===== src/rtl/brRecPkg.sv =====
package brRecPkg;
  // Strobes from control to datapath
  typedef struct packed {
    logic capture; // accepted resolution this cycle: latch target and tag
    logic squash;  // recovery cycle: redirect and kill
    logic commit;  // correct prediction: clear speculative marks
  } recStrobe_t;
endpackage


===== src/rtl/brRecCtl.sv =====
module brRecCtl
  import brRecPkg::*;
#(
  parameter int TAG_W = 2
) (
  input  logic             clk,
  input  logic             rstN,
  input  logic             brFetchReq,
  output logic             brFetchGrant,
  output logic [TAG_W-1:0] brFetchTag,
  output logic             allocStall,
  input  logic             resValid,
  input  logic [TAG_W-1:0] resTag,
  input  logic             resPredTaken,
  input  logic             resActTaken,
  output recStrobe_t       strobe
);
  logic             outst_q;
  logic             pend_q;
  logic             pendMiss_q;
  logic [TAG_W-1:0] curTag_q;
  logic [TAG_W-1:0] nextTag_q;
  logic             grant;
  logic             resHit;

  always_comb begin
    grant          = brFetchReq && !outst_q;
    resHit         = resValid && outst_q && !pend_q && (resTag == curTag_q);
    strobe.capture = resHit;
    strobe.squash  = pend_q && pendMiss_q;
    strobe.commit  = pend_q && !pendMiss_q;
  end

  assign brFetchGrant = grant;
  assign brFetchTag   = nextTag_q;
  assign allocStall   = brFetchReq && outst_q;

  always_ff @(posedge clk) begin
    if (!rstN) begin
      outst_q    <= 1'b0;
      pend_q     <= 1'b0;
      pendMiss_q <= 1'b0;
      curTag_q   <= '0;
      nextTag_q  <= '0;
    end else begin
      pend_q <= resHit;
      if (resHit) pendMiss_q <= resPredTaken ^ resActTaken;
      if (pend_q) begin
        outst_q <= 1'b0;
      end else if (grant) begin
        outst_q   <= 1'b1;
        curTag_q  <= nextTag_q;
        nextTag_q <= nextTag_q + 1'b1;
      end
    end
  end
endmodule


===== src/rtl/specTagBuf.sv =====
module specTagBuf #(
  parameter int N     = 4,
  parameter int TAG_W = 2,
  localparam int IDX_W = (N > 1) ? $clog2(N) : 1
) (
  input  logic             clk,
  input  logic             rstN,
  input  logic             allocValid,
  input  logic [IDX_W-1:0] allocIdx,
  input  logic             allocSpec,
  input  logic [TAG_W-1:0] allocTag,
  input  logic             freeValid,
  input  logic [IDX_W-1:0] freeIdx,
  input  logic             squash,
  input  logic             commit,
  input  logic [TAG_W-1:0] evTag,
  output logic [N-1:0]     validVec,
  output logic [N-1:0]     killVec
);
  logic [N-1:0]     valid_q;
  logic [N-1:0]     spec_q;
  logic [N-1:0]     validN;
  logic [N-1:0]     specN;
  logic [TAG_W-1:0] tagN  [N];
  logic [TAG_W-1:0] tag_q [N];

  always_comb begin
    for (int i = 0; i < N; i++) begin
      logic hitAlloc;
      hitAlloc   = allocValid && (allocIdx == IDX_W'(i));
      killVec[i] = squash &&
                   ((valid_q[i] && spec_q[i] && (tag_q[i] == evTag)) ||
                    (hitAlloc && allocSpec && (allocTag == evTag)));
      validN[i] = valid_q[i];
      specN[i]  = spec_q[i];
      tagN[i]   = tag_q[i];
      if (freeValid && (freeIdx == IDX_W'(i))) validN[i] = 1'b0;
      if (hitAlloc) begin
        validN[i] = 1'b1;
        specN[i]  = allocSpec;
        tagN[i]   = allocTag;
      end
      if (killVec[i]) validN[i] = 1'b0;
      if (commit && (tagN[i] == evTag)) specN[i] = 1'b0;
    end
  end

  always_ff @(posedge clk) begin
    if (!rstN) begin
      valid_q <= '0;
      spec_q  <= '0;
    end else begin
      valid_q <= validN;
      spec_q  <= specN;
    end
  end

  for (genvar g = 0; g < N; g++) begin : g_tag
    always_ff @(posedge clk) begin
      if (!rstN) tag_q[g] <= '0;
      else       tag_q[g] <= tagN[g];
    end
  end

  assign validVec = valid_q;
endmodule


===== src/rtl/brRecData.sv =====
module brRecData
  import brRecPkg::*;
#(
  parameter int TAG_W = 2,
  parameter int PC_W  = 32,
  parameter int DEC_N = 4,
  parameter int DSP_N = 4,
  parameter int RS_N  = 8,
  localparam int DEC_IW = (DEC_N > 1) ? $clog2(DEC_N) : 1,
  localparam int DSP_IW = (DSP_N > 1) ? $clog2(DSP_N) : 1,
  localparam int RS_IW  = (RS_N > 1) ? $clog2(RS_N) : 1
) (
  input  logic              clk,
  input  logic              rstN,
  input  recStrobe_t        strobe,
  input  logic [TAG_W-1:0]  resTag,
  input  logic              resActTaken,
  input  logic [PC_W-1:0]   resTarget,
  input  logic [PC_W-1:0]   resPc,
  output logic              redirectValid,
  output logic [PC_W-1:0]   redirectPc,
  input  logic              decAllocValid,
  input  logic [DEC_IW-1:0] decAllocIdx,
  input  logic              decAllocSpec,
  input  logic [TAG_W-1:0]  decAllocTag,
  input  logic              decFreeValid,
  input  logic [DEC_IW-1:0] decFreeIdx,
  output logic [DEC_N-1:0]  decValid,
  output logic [DEC_N-1:0]  decKill,
  input  logic              dspAllocValid,
  input  logic [DSP_IW-1:0] dspAllocIdx,
  input  logic              dspAllocSpec,
  input  logic [TAG_W-1:0]  dspAllocTag,
  input  logic              dspFreeValid,
  input  logic [DSP_IW-1:0] dspFreeIdx,
  output logic [DSP_N-1:0]  dspValid,
  output logic [DSP_N-1:0]  dspKill,
  input  logic              rsAllocValid,
  input  logic [RS_IW-1:0]  rsAllocIdx,
  input  logic              rsAllocSpec,
  input  logic [TAG_W-1:0]  rsAllocTag,
  input  logic              rsFreeValid,
  input  logic [RS_IW-1:0]  rsFreeIdx,
  output logic [RS_N-1:0]   rsValid,
  output logic [RS_N-1:0]   rsKill
);
  logic [TAG_W-1:0] evTag_q;
  logic [PC_W-1:0]  redirPc_q;

  always_ff @(posedge clk) begin
    if (!rstN) begin
      evTag_q   <= '0;
      redirPc_q <= '0;
    end else if (strobe.capture) begin
      evTag_q   <= resTag;
      redirPc_q <= resActTaken ? resTarget : (resPc + PC_W'(4));
    end
  end

  assign redirectValid = strobe.squash;
  assign redirectPc    = redirPc_q;

  specTagBuf #(.N(DEC_N), .TAG_W(TAG_W)) decBuf_i (
    .clk(clk), .rstN(rstN),
    .allocValid(decAllocValid), .allocIdx(decAllocIdx),
    .allocSpec(decAllocSpec), .allocTag(decAllocTag),
    .freeValid(decFreeValid), .freeIdx(decFreeIdx),
    .squash(strobe.squash), .commit(strobe.commit), .evTag(evTag_q),
    .validVec(decValid), .killVec(decKill)
  );

  specTagBuf #(.N(DSP_N), .TAG_W(TAG_W)) dspBuf_i (
    .clk(clk), .rstN(rstN),
    .allocValid(dspAllocValid), .allocIdx(dspAllocIdx),
    .allocSpec(dspAllocSpec), .allocTag(dspAllocTag),
    .freeValid(dspFreeValid), .freeIdx(dspFreeIdx),
    .squash(strobe.squash), .commit(strobe.commit), .evTag(evTag_q),
    .validVec(dspValid), .killVec(dspKill)
  );

  specTagBuf #(.N(RS_N), .TAG_W(TAG_W)) rsBuf_i (
    .clk(clk), .rstN(rstN),
    .allocValid(rsAllocValid), .allocIdx(rsAllocIdx),
    .allocSpec(rsAllocSpec), .allocTag(rsAllocTag),
    .freeValid(rsFreeValid), .freeIdx(rsFreeIdx),
    .squash(strobe.squash), .commit(strobe.commit), .evTag(evTag_q),
    .validVec(rsValid), .killVec(rsKill)
  );
endmodule


===== src/rtl/brRecoveryCtl.sv =====
module brRecoveryCtl
  import brRecPkg::*;
#(
  parameter int TAG_W = 2,
  parameter int PC_W  = 32,
  parameter int DEC_N = 4,
  parameter int DSP_N = 4,
  parameter int RS_N  = 8,
  localparam int DEC_IW = (DEC_N > 1) ? $clog2(DEC_N) : 1,
  localparam int DSP_IW = (DSP_N > 1) ? $clog2(DSP_N) : 1,
  localparam int RS_IW  = (RS_N > 1) ? $clog2(RS_N) : 1
) (
  input  logic              clk,
  input  logic              rstN,
  input  logic              brFetchReq,
  output logic              brFetchGrant,
  output logic [TAG_W-1:0]  brFetchTag,
  output logic              allocStall,
  input  logic              resValid,
  input  logic [TAG_W-1:0]  resTag,
  input  logic              resPredTaken,
  input  logic              resActTaken,
  input  logic [PC_W-1:0]   resTarget,
  input  logic [PC_W-1:0]   resPc,
  output logic              redirectValid,
  output logic [PC_W-1:0]   redirectPc,
  input  logic              decAllocValid,
  input  logic [DEC_IW-1:0] decAllocIdx,
  input  logic              decAllocSpec,
  input  logic [TAG_W-1:0]  decAllocTag,
  input  logic              decFreeValid,
  input  logic [DEC_IW-1:0] decFreeIdx,
  output logic [DEC_N-1:0]  decValid,
  output logic [DEC_N-1:0]  decKill,
  input  logic              dspAllocValid,
  input  logic [DSP_IW-1:0] dspAllocIdx,
  input  logic              dspAllocSpec,
  input  logic [TAG_W-1:0]  dspAllocTag,
  input  logic              dspFreeValid,
  input  logic [DSP_IW-1:0] dspFreeIdx,
  output logic [DSP_N-1:0]  dspValid,
  output logic [DSP_N-1:0]  dspKill,
  input  logic              rsAllocValid,
  input  logic [RS_IW-1:0]  rsAllocIdx,
  input  logic              rsAllocSpec,
  input  logic [TAG_W-1:0]  rsAllocTag,
  input  logic              rsFreeValid,
  input  logic [RS_IW-1:0]  rsFreeIdx,
  output logic [RS_N-1:0]   rsValid,
  output logic [RS_N-1:0]   rsKill
);
  recStrobe_t strobe;

  brRecCtl #(.TAG_W(TAG_W)) ctl_i (
    .clk(clk), .rstN(rstN),
    .brFetchReq(brFetchReq), .brFetchGrant(brFetchGrant),
    .brFetchTag(brFetchTag), .allocStall(allocStall),
    .resValid(resValid), .resTag(resTag),
    .resPredTaken(resPredTaken), .resActTaken(resActTaken),
    .strobe(strobe)
  );

  brRecData #(
    .TAG_W(TAG_W), .PC_W(PC_W), .DEC_N(DEC_N), .DSP_N(DSP_N), .RS_N(RS_N)
  ) data_i (
    .clk(clk), .rstN(rstN), .strobe(strobe),
    .resTag(resTag), .resActTaken(resActTaken),
    .resTarget(resTarget), .resPc(resPc),
    .redirectValid(redirectValid), .redirectPc(redirectPc),
    .decAllocValid(decAllocValid), .decAllocIdx(decAllocIdx),
    .decAllocSpec(decAllocSpec), .decAllocTag(decAllocTag),
    .decFreeValid(decFreeValid), .decFreeIdx(decFreeIdx),
    .decValid(decValid), .decKill(decKill),
    .dspAllocValid(dspAllocValid), .dspAllocIdx(dspAllocIdx),
    .dspAllocSpec(dspAllocSpec), .dspAllocTag(dspAllocTag),
    .dspFreeValid(dspFreeValid), .dspFreeIdx(dspFreeIdx),
    .dspValid(dspValid), .dspKill(dspKill),
    .rsAllocValid(rsAllocValid), .rsAllocIdx(rsAllocIdx),
    .rsAllocSpec(rsAllocSpec), .rsAllocTag(rsAllocTag),
    .rsFreeValid(rsFreeValid), .rsFreeIdx(rsFreeIdx),
    .rsValid(rsValid), .rsKill(rsKill)
  );
endmodule


===== config.mk =====
export PLATFORM = sky130hd
export DESIGN_NAME = brRecoveryCtl
export DESIGN_NICKNAME = d
export VERILOG_FILES = /design/src/rtl/brRecPkg.sv /design/src/rtl/brRecCtl.sv /design/src/rtl/specTagBuf.sv /design/src/rtl/brRecData.sv /design/src/rtl/brRecoveryCtl.sv
export SDC_FILE = /design/constraint.sdc
export NUM_CORES = 1
export LEC_CHECK = 0
export CAP_MARGIN = 20
export CORE_AREA = 8 8 121 123
export CTS_CLUSTER_DIAMETER = 200
export DETAILED_ROUTE_END_ITERATION = 10
export DIE_AREA = 0 0 129 131
export PLACE_DENSITY_LB_ADDON = 0.08
export SLEW_MARGIN = 20
export SYNTH_ARGS = -nofsm -noshare
export SYNTH_HDL_FRONTEND = slang
export SYNTH_SLANG_ARGS = --single-unit

===== constraint.sdc =====
create_clock -name clk -period 3 [get_ports clk]
set_clock_uncertainty 0.1 [all_clocks]
set_input_delay 0.6 -clock clk [delete_from_list [all_inputs] [get_ports clk]]
set_output_delay 0.6 -clock clk [all_outputs]
set_load 0.01 [all_outputs]

==> results.json, run 1 <==
{
  "dp_hpwl_um": 13650,
  "pwr-share-comb": 0.169,
  "clock_power_share": 0.374,
  "routed_wl_um": 17910,
  "yosys_warnings": 0,
  "fin_util": 0.6476,
  "synth_nets": 806,
  "synthesis.area_sq_um": 5919,
  "antenna_found_initial": 0,
  "fill_cells": 1086,
  "pre_cts_ws_ns": -0.3041,
  "setup_slack_ns": 0.1069,
  "path_class": "input pin to output port",
  "worstMarginPinSlew_ns": 0.8970,
  "yosysSeqAreaShare": 0.3551,
  "sequentialPowerShare": 0.458,
  "numClockSinks": 105,
  "area_growth_pct": 40.86,
  "core_sq_um": 12870,
  "grt_max_degree": 53,
  "synth-seq-cells": 105,
  "grt_pass1_wl_um": 28900,
  "cellLeakagePower_nw": 3.114,
  "internal_power_mw": 2.421,
  "peakVddDrop_mv": 0.2574,
  "clock_latency_ns": 0.35,
  "grt_use_total": 0.2139,
  "clkTransAtPathRegs_ns": 0.07,
  "final_cell_mix": "clkdlybuf4s50_1, dfxtp_1, xnor2_1",
  "tns_ns": 0,
  "ios": 170,
  "rows": 42,
  "finalHoldViolCount": 0,
  "final_max_slew_viol_count": 0,
  "crit-reg2reg-launch": "ctl_i.curTag_q[0]$_SDFFE_PN0P_",
  "viasPerCell": 5.384,
  "critPathMaxStageDelay_ns": 0.53,
  "htree_num_levels": 3,
  "total_power_mw": 3.205,
  "dieArea_sq_um": 16900,
  "cp-end-kind": "output port",
  "relSlewSlack": 0.4020,
  "critPathLaunchType": "input pin",
  "syn_avg_cell_area_sq_um": 8.408,
  "vias": 5739,
  "wire_per_inst_um": 16.80,
  "fin_crit_sh": 0.9644,
  "drive_gt1_frac": 0.1079,
  "nets": 988,
  "outcome": "finished, final reports clean",
  "overflow": 0,
  "clockBufferDepth": 2,
  "required_ns": 2.30,
  "period_needed_ns": 2.893,
  "yosys_most_used_dff": "dfxtp_1",
  "slowest_stage": "clkdlybuf4s50_1",
  "crit_path_max_fanout": 5,
  "die_w_um": 129,
  "final_common_cell": "clkdlybuf4s50_1",
  "synth_edf_count": 0,
  "cts_tree": "done",
  "cap_violations": 0,
  "die_y_um": 131,
  "cts_made_buffers": 9,
  "crit_start": "rsAllocIdx[0]",
  "numPortBuffers": 169,
  "crit_chain": "clkdlybuf4s50_1, buf_4, nor4b_2, nand2_1, a21oi_1, dlygate4sd2_1",
  "route.detailed.drc": 0,
  "max_freq_mhz": 345.6,
  "async_flop_share": 0,
  "netlist_instances": 704,
  "holdCritPathClass": "flip-flop to flip-flop",
  "first_pass_iters": 4,
  "min-delay-start": "data_i.redirectPc[9]$_SDFFE_PN0P_",
  "first_iter_violations": 328,
  "gp_congestion": 0.9013,
  "grt_pass1_vias": 5921,
  "grt_setup_unrepaired": "yes",
  "power.share.switching": 0.2448,
  "cts_root_buffer": "clkbuf_16",
  "crit_arrival_ns": 2.19,
  "ys_types": 58,
  "p_per_area_nw_per_um2": 384.4,
  "num_antenna_cells": 0,
  "setup_viol": 0,
  "netSwitchingPower_uw": 784.5,
  "cts_setup_buffers": 0,
  "start_util": 0.4598,
  "drtAntennaViolNets": 0
}
-- path summary, 6_finish.rpt --
kind	slack, ns	depth (start not counted)	to
worst max-delay path	0.11	6	rsKill[0]
worst min-delay path	0.35	2	data_i.redirectPc[9]$_SDFFE_PN0P_
worst min register to register	0.35	2	data_i.redirectPc[9]$_SDFFE_PN0P_
worst max register to register	1.03	4	data_i.redirectPc[30]$_SDFFE_PN0P_
-- cell type report --
| type | count | area (sq um) | area share |
|---|---|---|---|
| Clock inverter | 2 | 37.54 | 0.004502 |
| Multi-Input combinational cell | 539 | 3591 | 0.4307 |
| Tap cell | 176 | 220.2 | 0.02641 |
| Clock buffer | 13 | 260.3 | 0.03121 |
| Sequential cell | 105 | 2105 | 0.2524 |
| Inverter | 8 | 30.03 | 0.003601 |
| Timing Repair Buffer | 223 | 2095 | 0.2512 |
-- registers in the layout, summed over array words and instances, names as in the netlist, 2 cells and up --
register,count
ctl_i.curTag_q,2
data_i.rsBuf_i.tag_q,16
data_i.rsBuf_i.spec_q,8
data_i.redirectPc,32
data_i.evTag_q,2
data_i.decBuf_i.spec_q,4
data_i.decBuf_i.tag_q,8
data_i.dspBuf_i.tag_q,8
data_i.dspBuf_i.validVec,4
data_i.dspBuf_i.spec_q,4
ctl_i.brFetchTag,2
data_i.decBuf_i.validVec,4
data_i.rsBuf_i.validVec,8
-- stage by stage --
step                      hold WS [ns]  cells  cell area, sq um
final                           0.3535   1066              8338
after global routing            0.3676   1066              8338
after CTS                       0.3583   1066              8330
after detailed placement        0.3485   1051              8019
after global placement          0.3394   1051              8019
after floorplan                 0.3622    704              5919
-- synth_stat cells (2+ instances only) --
master,n,area share
nand3_1,34,0.029
and3_1,11,0.012
o21ai_0,14,0.012
dfxtp_1,105,0.36
o22ai_1,5,0.0053
or4_1,2,0.0025
buf_1,5,0.0032
clkbuf_1,35,0.022
nor3_1,50,0.042
buf_6,2,0.0038
nand3b_1,7,0.0089
xnor2_1,77,0.11
nand2b_1,8,0.0085
and3_2,3,0.0038
nor2_1,53,0.034
inv_1,7,0.0044
nor3b_1,3,0.0038
mux2i_1,55,0.093
and2_1,2,0.0021
clkbuf_8,2,0.0047
or3b_2,2,0.0030
nor4b_1,3,0.0044
nor4_1,5,0.0053
a211oi_1,9,0.011
nor3b_2,2,0.0042
a31oi_1,4,0.0042
nand2_1,50,0.032
nand4_1,28,0.030
nand4b_1,6,0.0089
xor2_1,19,0.028
o211ai_1,6,0.0076
and4_1,2,0.0030
or3_1,2,0.0021
nor2b_1,6,0.0063
buf_2,6,0.0051
nor4bb_1,2,0.0034
a21oi_1,50,0.042
o221ai_1,2,0.0030
-- critical path: cells and delay by family --
kind            cells  cell delay [ns]
buf+inv             3             1.04
simple gates        2             0.35
compound gates      1             0.20
-- power groups by stage --
stage	Combinational (mW)	Sequential, mW	Clock [mW]
6_report	0.540	1.47	1.20
4_1_cts	0.541	1.47	1.24
3_3_place_gp	0.526	1.50	0
2_1_floorplan	0.243	1.50	0
3_5_place_dp	0.536	1.50	0
5_1_grt	0.585	1.47	1.30
-- cell families after synthesis --
logic type | share of synthesized area
mux | 0.09491
compound gates | 0.1004
xor+xnor | 0.1420
flops | 0.3551
fa+ha+maj | 0.002113
buf+inv | 0.04671
simple gates | 0.2587
-- per-layer routing --
metal | global-route usage | up-vias | wire length (um)
met2 | 0.3701 | 179 | 8789
met4 | 0.08017 | 0 | 342
li1 | - | 2865 | -
met5 | 0 | - | 0
met3 | 0.06494 | 21 | 1291
met1 | 0.2437 | 2674 | 7483
-- what timing repair did --
action | 4_1_cts | 5_1_grt
hold buffers | 0 | 0
setup endpoints to repair | 16 | 3
gates cloned | 0 | 0
gates resized for setup | 26 | 2
(Power assumes the default switching activity.)
==> run 2: changes to the inputs <==
Settings changed: CORE_AREA 8 8 121 123 to 8 8 116 118, DIE_AREA 0 0 129 131 to 0 0 124 126.
Clock period 3 ns to 3.7 ns, I/O delays scaled along.
==> results.json, run 2 (same netlist as run 1, synthesis figures left out) <==
{
  "grt_pass1_vias": 5801,
  "critPathLaunchType": "input pin",
  "rows": 40,
  "crit_cells": 6,
  "grt_max_degree": 66,
  "p_per_area_nw_per_um2": 334.1,
  "path_class": "input pin to output port",
  "drive_gt1_frac": 0.06752,
  "outcome": "finished, final reports clean",
  "cts_tree": "done",
  "finalInstanceArea_sq_um": 8085,
  "dieArea_sq_um": 15620,
  "min-delay-start": "data_i.redirectPc[10]$_SDFFE_PN0P_",
  "worstMarginPinSlew_ns": 0.9029,
  "die_w_um": 124,
  "crit_chain": "clkdlybuf4s50_1, nand2_1, nor3_1, nand2_1, a21oi_1, clkdlybuf4s50_1",
  "start_util": 0.5054,
  "overflow": 0,
  "dp_hpwl_um": 13100,
  "final_common_cell": "clkdlybuf4s50_1",
  "crit_arrival_ns": 2.74,
  "grt_pass1_wl_um": 28510,
  "hold_path_depth": 2,
  "num_antenna_cells": 0,
  "hold_path_end": "data_i.redirectPc[10]$_SDFFE_PN0P_",
  "antenna_found_initial": 0,
  "fin_crit_sh": 0.9681,
  "drtAntennaViolNets": 0,
  "vias": 5714,
  "wire_per_inst_um": 17.47,
  "cap_violations": 0,
  "rrSetupSlack_ns": 1.52,
  "dpl_cell_area_sq_um": 7730,
  "final_max_slew_viol_count": 0,
  "largest_register_ffs": 32,
  "holdCritPathClass": "flip-flop to flip-flop",
  "rr_worst_depth": 5,
  "nets": 956,
  "routed_wl_um": 17570,
  "viasPerCell": 5.680,
  "htree_num_levels": 3,
  "hold-worst-slack_ns": 0.3552,
  "first_iter_violations": 389,
  "max_freq_mhz": 279.2,
  "cp-end-kind": "output port",
  "crit-reg2reg-launch": "ctl_i.curTag_q[0]$_SDFFE_PN0P_",
  "cts_root_buffer": "clkbuf_16",
  "relSlewSlack": 0.3980,
  "finalHoldViolCount": 0,
  "clkTransAtPathRegs_ns": 0.07,
  "ios": 170,
  "slowest_stage": "clkdlybuf4s50_1",
  "path_buf_inv": 2,
  "final_cell_mix": "clkdlybuf4s50_1, dfxtp_1, xnor2_1",
  "crit_path_max_fanout": 9,
  "r2r-end": "data_i.redirectPc[31]$_SDFFE_PN0P_",
  "cts_hold_buf": 0,
  "cp_top_family": "buffers and inverters",
  "cts_made_buffers": 9,
  "clockBufferDepth": 2,
  "total_power_mw": 2.702,
  "period_needed_ns": 3.582,
  "gp_congestion": 0.9200,
  "setup_viol": 0,
  "area_growth_pct": 36.59,
  "numPortBuffers": 169,
  "clock_latency_ns": 0.35,
  "core_sq_um": 11710,
  "first_pass_iters": 5,
  "numClockSinks": 105,
  "route.detailed.drc": 0,
  "die_y_um": 126,
  "grt_use_total": 0.2242,
  "cellLeakagePower_nw": 2.895,
  "tns_ns": 0,
  "required_ns": 2.86,
  "peakVddDrop_mv": 0.3184,
  "cts_setup_buffers": 0,
  "critPathMaxStageDelay_ns": 0.67
}
## run 2: cell count changes in the layout (fill, tap and decap cells not counted), sizes merged
cell / change
buf: -32
bufinv: +2
clkbuf: -3
clkdlybuf4s50: +16
clkinv: +1
dlygate4sd2: -18
dlymetal6s2s: +2
inv: +1
## run 2: worst max-delay path by stage
stage             startpoint        end  slack (ns)
3_3_place_gp   rsAllocIdx[2]  rsKill[4]        0.17
4_1_cts         rsAllocValid  rsKill[2]        0.12
5_1_grt        rsAllocIdx[0]  rsKill[5]      -0.006
6_report       rsAllocIdx[0]  rsKill[1]        0.12
3_5_place_dp   rsAllocIdx[1]  rsKill[2]        0.13
2_1_floorplan  rsAllocIdx[0]  rsKill[1]        0.91
## run 2: metal layers
layer  wire [um]  share of wire  vias to the layer above  track usage
li1            -              -                     2805            -
met1        7139           0.41                     2679       0.2584
met2        8708           0.50                      206       0.3840
met3        1388          0.079                       24      0.06211
met4         334          0.019                        0      0.08123
met5           0              0                        -            0
## run 2: report_power, final
group | internal [mW] | switching (mW)
combinational | 0.225 | 0.195
sequential | 1.16 | 0.0255
clock | 0.665 | 0.428
## run 2: what timing repair did
action                                 in CTS  in global routing
setup endpoints to repair                   0                  2
resized for setup                           0                  3
endpoints found under the hold margin       0                  0
## run 2: worst reg2reg max path: cells and delay by family, from the launching register on
| family | cells | cell delay (ns) |
|---|---|---|
| xor gates and xnor gates | 1 | 0.21 |
| and+or+nand+nor | 3 | 1.24 |
| AOI/OAI and AO/OA | 1 | 0.24 |
| DFF | 1 | 0.32 |
## run 2: layout make-up
cell class              instances  area [sq um]
well taps                     147         183.9
clock inverters                 6         115.1
fillers                       992          3626
flip-flops and latches        105          2105
clock buffers                  10         229.0
multi-input cells             539          3553
inverters                       8         30.03
repair buffers                191          1869
## run 2: per-stage QoR
step	util	worst slack [ns]	instances
final	0.6904	0.1180	1006
after floorplan	-	0.9134	704
after detailed placement	0.6600	0.1298	990
after global routing	0.6904	-0.006375	1006
after CTS	0.6894	0.1188	1006
after global placement	0.6600	0.1747	990
==> run 3: changes to the inputs <==
Settings changed: CORE_AREA 8 8 116 118 to 8 8 108 110, DIE_AREA 0 0 124 126 to 0 0 116 118, DONT_BUFFER_PORTS set to 1, PLACE_DENSITY_LB_ADDON 0.08 to 0.3.
==> results.json, run 3 (same netlist as run 1, synthesis figures left out) <==
{
  "min-delay-start": "ctl_i.curTag_q[0]$_SDFFE_PN0P_",
  "nets": 775,
  "area_growth_pct": 3.720,
  "r2r-end": "data_i.redirectPc[31]$_SDFFE_PN0P_",
  "rows": 37,
  "rrSetupSlack_ns": 1.40,
  "die_y_um": 118,
  "die_w_um": 116,
  "dieArea_sq_um": 13690,
  "core_sq_um": 10000,
  "cellLeakagePower_nw": 2.125,
  "holdCritPathClass": "flip-flop to flip-flop",
  "first_iter_violations": 303,
  "drive_gt1_frac": 0.06204,
  "crit-reg2reg-launch": "ctl_i.curTag_q[0]$_SDFFE_PN0P_",
  "clkTransAtPathRegs_ns": 0.10,
  "tns_ns": 0,
  "antenna_found_initial": 1,
  "rr_worst_depth": 6,
  "fill_cells": 899,
  "placed_cells": 798,
  "p_per_area_nw_per_um2": 353.3,
  "numClockSinks": 105,
  "dp_hpwl_um": 11770,
  "cts_hold_buf": 0,
  "clock_latency_ns": 0.37,
  "grt_pass1_wl_um": 25050,
  "critPathLaunchType": "flip-flop",
  "gp_congestion": 0.8728,
  "start_util": 0.5920,
  "htree_num_levels": 3,
  "peakVddDrop_mv": 0.2229,
  "outcome": "finished, final reports clean",
  "period_needed_ns": 2.980,
  "cp-end-kind": "output port",
  "setup_viol": 0,
  "worstMarginPinSlew_ns": 0.8543,
  "route.detailed.drc": 0,
  "crit_arrival_ns": 2.14,
  "cts_resized": 0,
  "cts_made_buffers": 9,
  "wire_per_inst_um": 19.01,
  "ios": 170,
  "stdcell_count": 814,
  "crit_path_max_fanout": 21,
  "vias": 4949,
  "routed_wl_um": 15470,
  "relSlewSlack": 0.4305,
  "final_max_slew_viol_count": 0,
  "crit_start": "data_i.evTag_q[1]$_SDFFE_PN0P_",
  "drtAntennaViolNets": 0,
  "overflow": 0,
  "worstSetupEndpoint": "rsKill[1]",
  "final_cell_mix": "dfxtp_1, xnor2_1, mux2i_1",
  "grt_pass1_vias": 4980,
  "grt_use_total": 0.2255,
  "viasPerCell": 6.080,
  "largest_register_ffs": 32,
  "max_freq_mhz": 335.6,
  "cts_setup_buffers": 0,
  "finalHoldViolCount": 0,
  "first_pass_iters": 5,
  "grt_setup_unrepaired": "no",
  "path_class": "flip-flop to output port",
  "cts_tree": "done",
  "fin_crit_sh": 0.8053,
  "final_common_cell": "dfxtp_1",
  "clockBufferDepth": 2,
  "grt_max_degree": 53,
  "required_ns": 2.86,
  "cts_root_buffer": "clkbuf_8",
  "cap_violations": 0,
  "numPortBuffers": 0
}
==> run 3: metal layers <==
layer / up-vias / share of wire / track usage
li1: 2427 / - / -
met1: 2317 / 0.38 / 0.2518
met2: 184 / 0.50 / 0.3814
met3: 21 / 0.11 / 0.08671
met4: 0 / 0.015 / 0.07218
met5: - / 0 / 0
==> run 3: area by class of cell <==
class,count,area (sq um),area share
timing repair buffer,10,75.07,0.01223
multi-input combinational,539,3547,0.5777
sequential,105,2105,0.3428
inverter,8,30.03,0.004891
clock inverter,3,65.06,0.01060
tap,136,170.2,0.02772
clock buffer,12,145.1,0.02364
antenna,1,2.502,0.0004076
==> run 3: where the power goes <==
part,total [mW],internal (mW),switching [mW]
clock network,0.764,0.396,0.368
logic,0.204,0.0979,0.106
registers,1.20,1.16,0.0377
==> run 3: through the flow <==
step	total power [mW]	cell area [sq um]	utilization	hold WS (ns)	setup WS [ns]
5_1_grt	2.263	6140	0.6140	0.3812	0.5302
3_3_place_gp	1.425	5927	0.5927	0.3807	1.090
3_5_place_dp	1.432	5927	0.5927	0.3889	1.057
4_1_cts	2.194	6137	0.6137	0.3778	0.6623
6_report	2.169	6140	0.6140	0.4008	0.7205
2_1_floorplan	1.413	5919	-	0.3622	0.9134
==> run 3: worst min path at each step <==
stage	end	slack, ns	depth (start not counted)
global placement	ctl_i.curTag_q[0]$_SDFFE_PN0P_	0.38	2
floorplan	ctl_i.curTag_q[0]$_SDFFE_PN0P_	0.36	2
global route	data_i.rsBuf_i.spec_q[1]$_SDFFE_PP0P_	0.38	1
detailed placement	ctl_i.curTag_q[0]$_SDFFE_PN0P_	0.39	2
CTS	data_i.rsBuf_i.spec_q[1]$_SDFFE_PP0P_	0.38	1
finish	ctl_i.curTag_q[0]$_SDFFE_PN0P_	0.40	2
==> run 3: critical path, stage by stage (launching register included) <==
cell	delay (ns)
dfxtp_2	0.73
xnor2_1	0.18
and3_1	0.41
nand2_1	0.09
a21oi_1	0.37
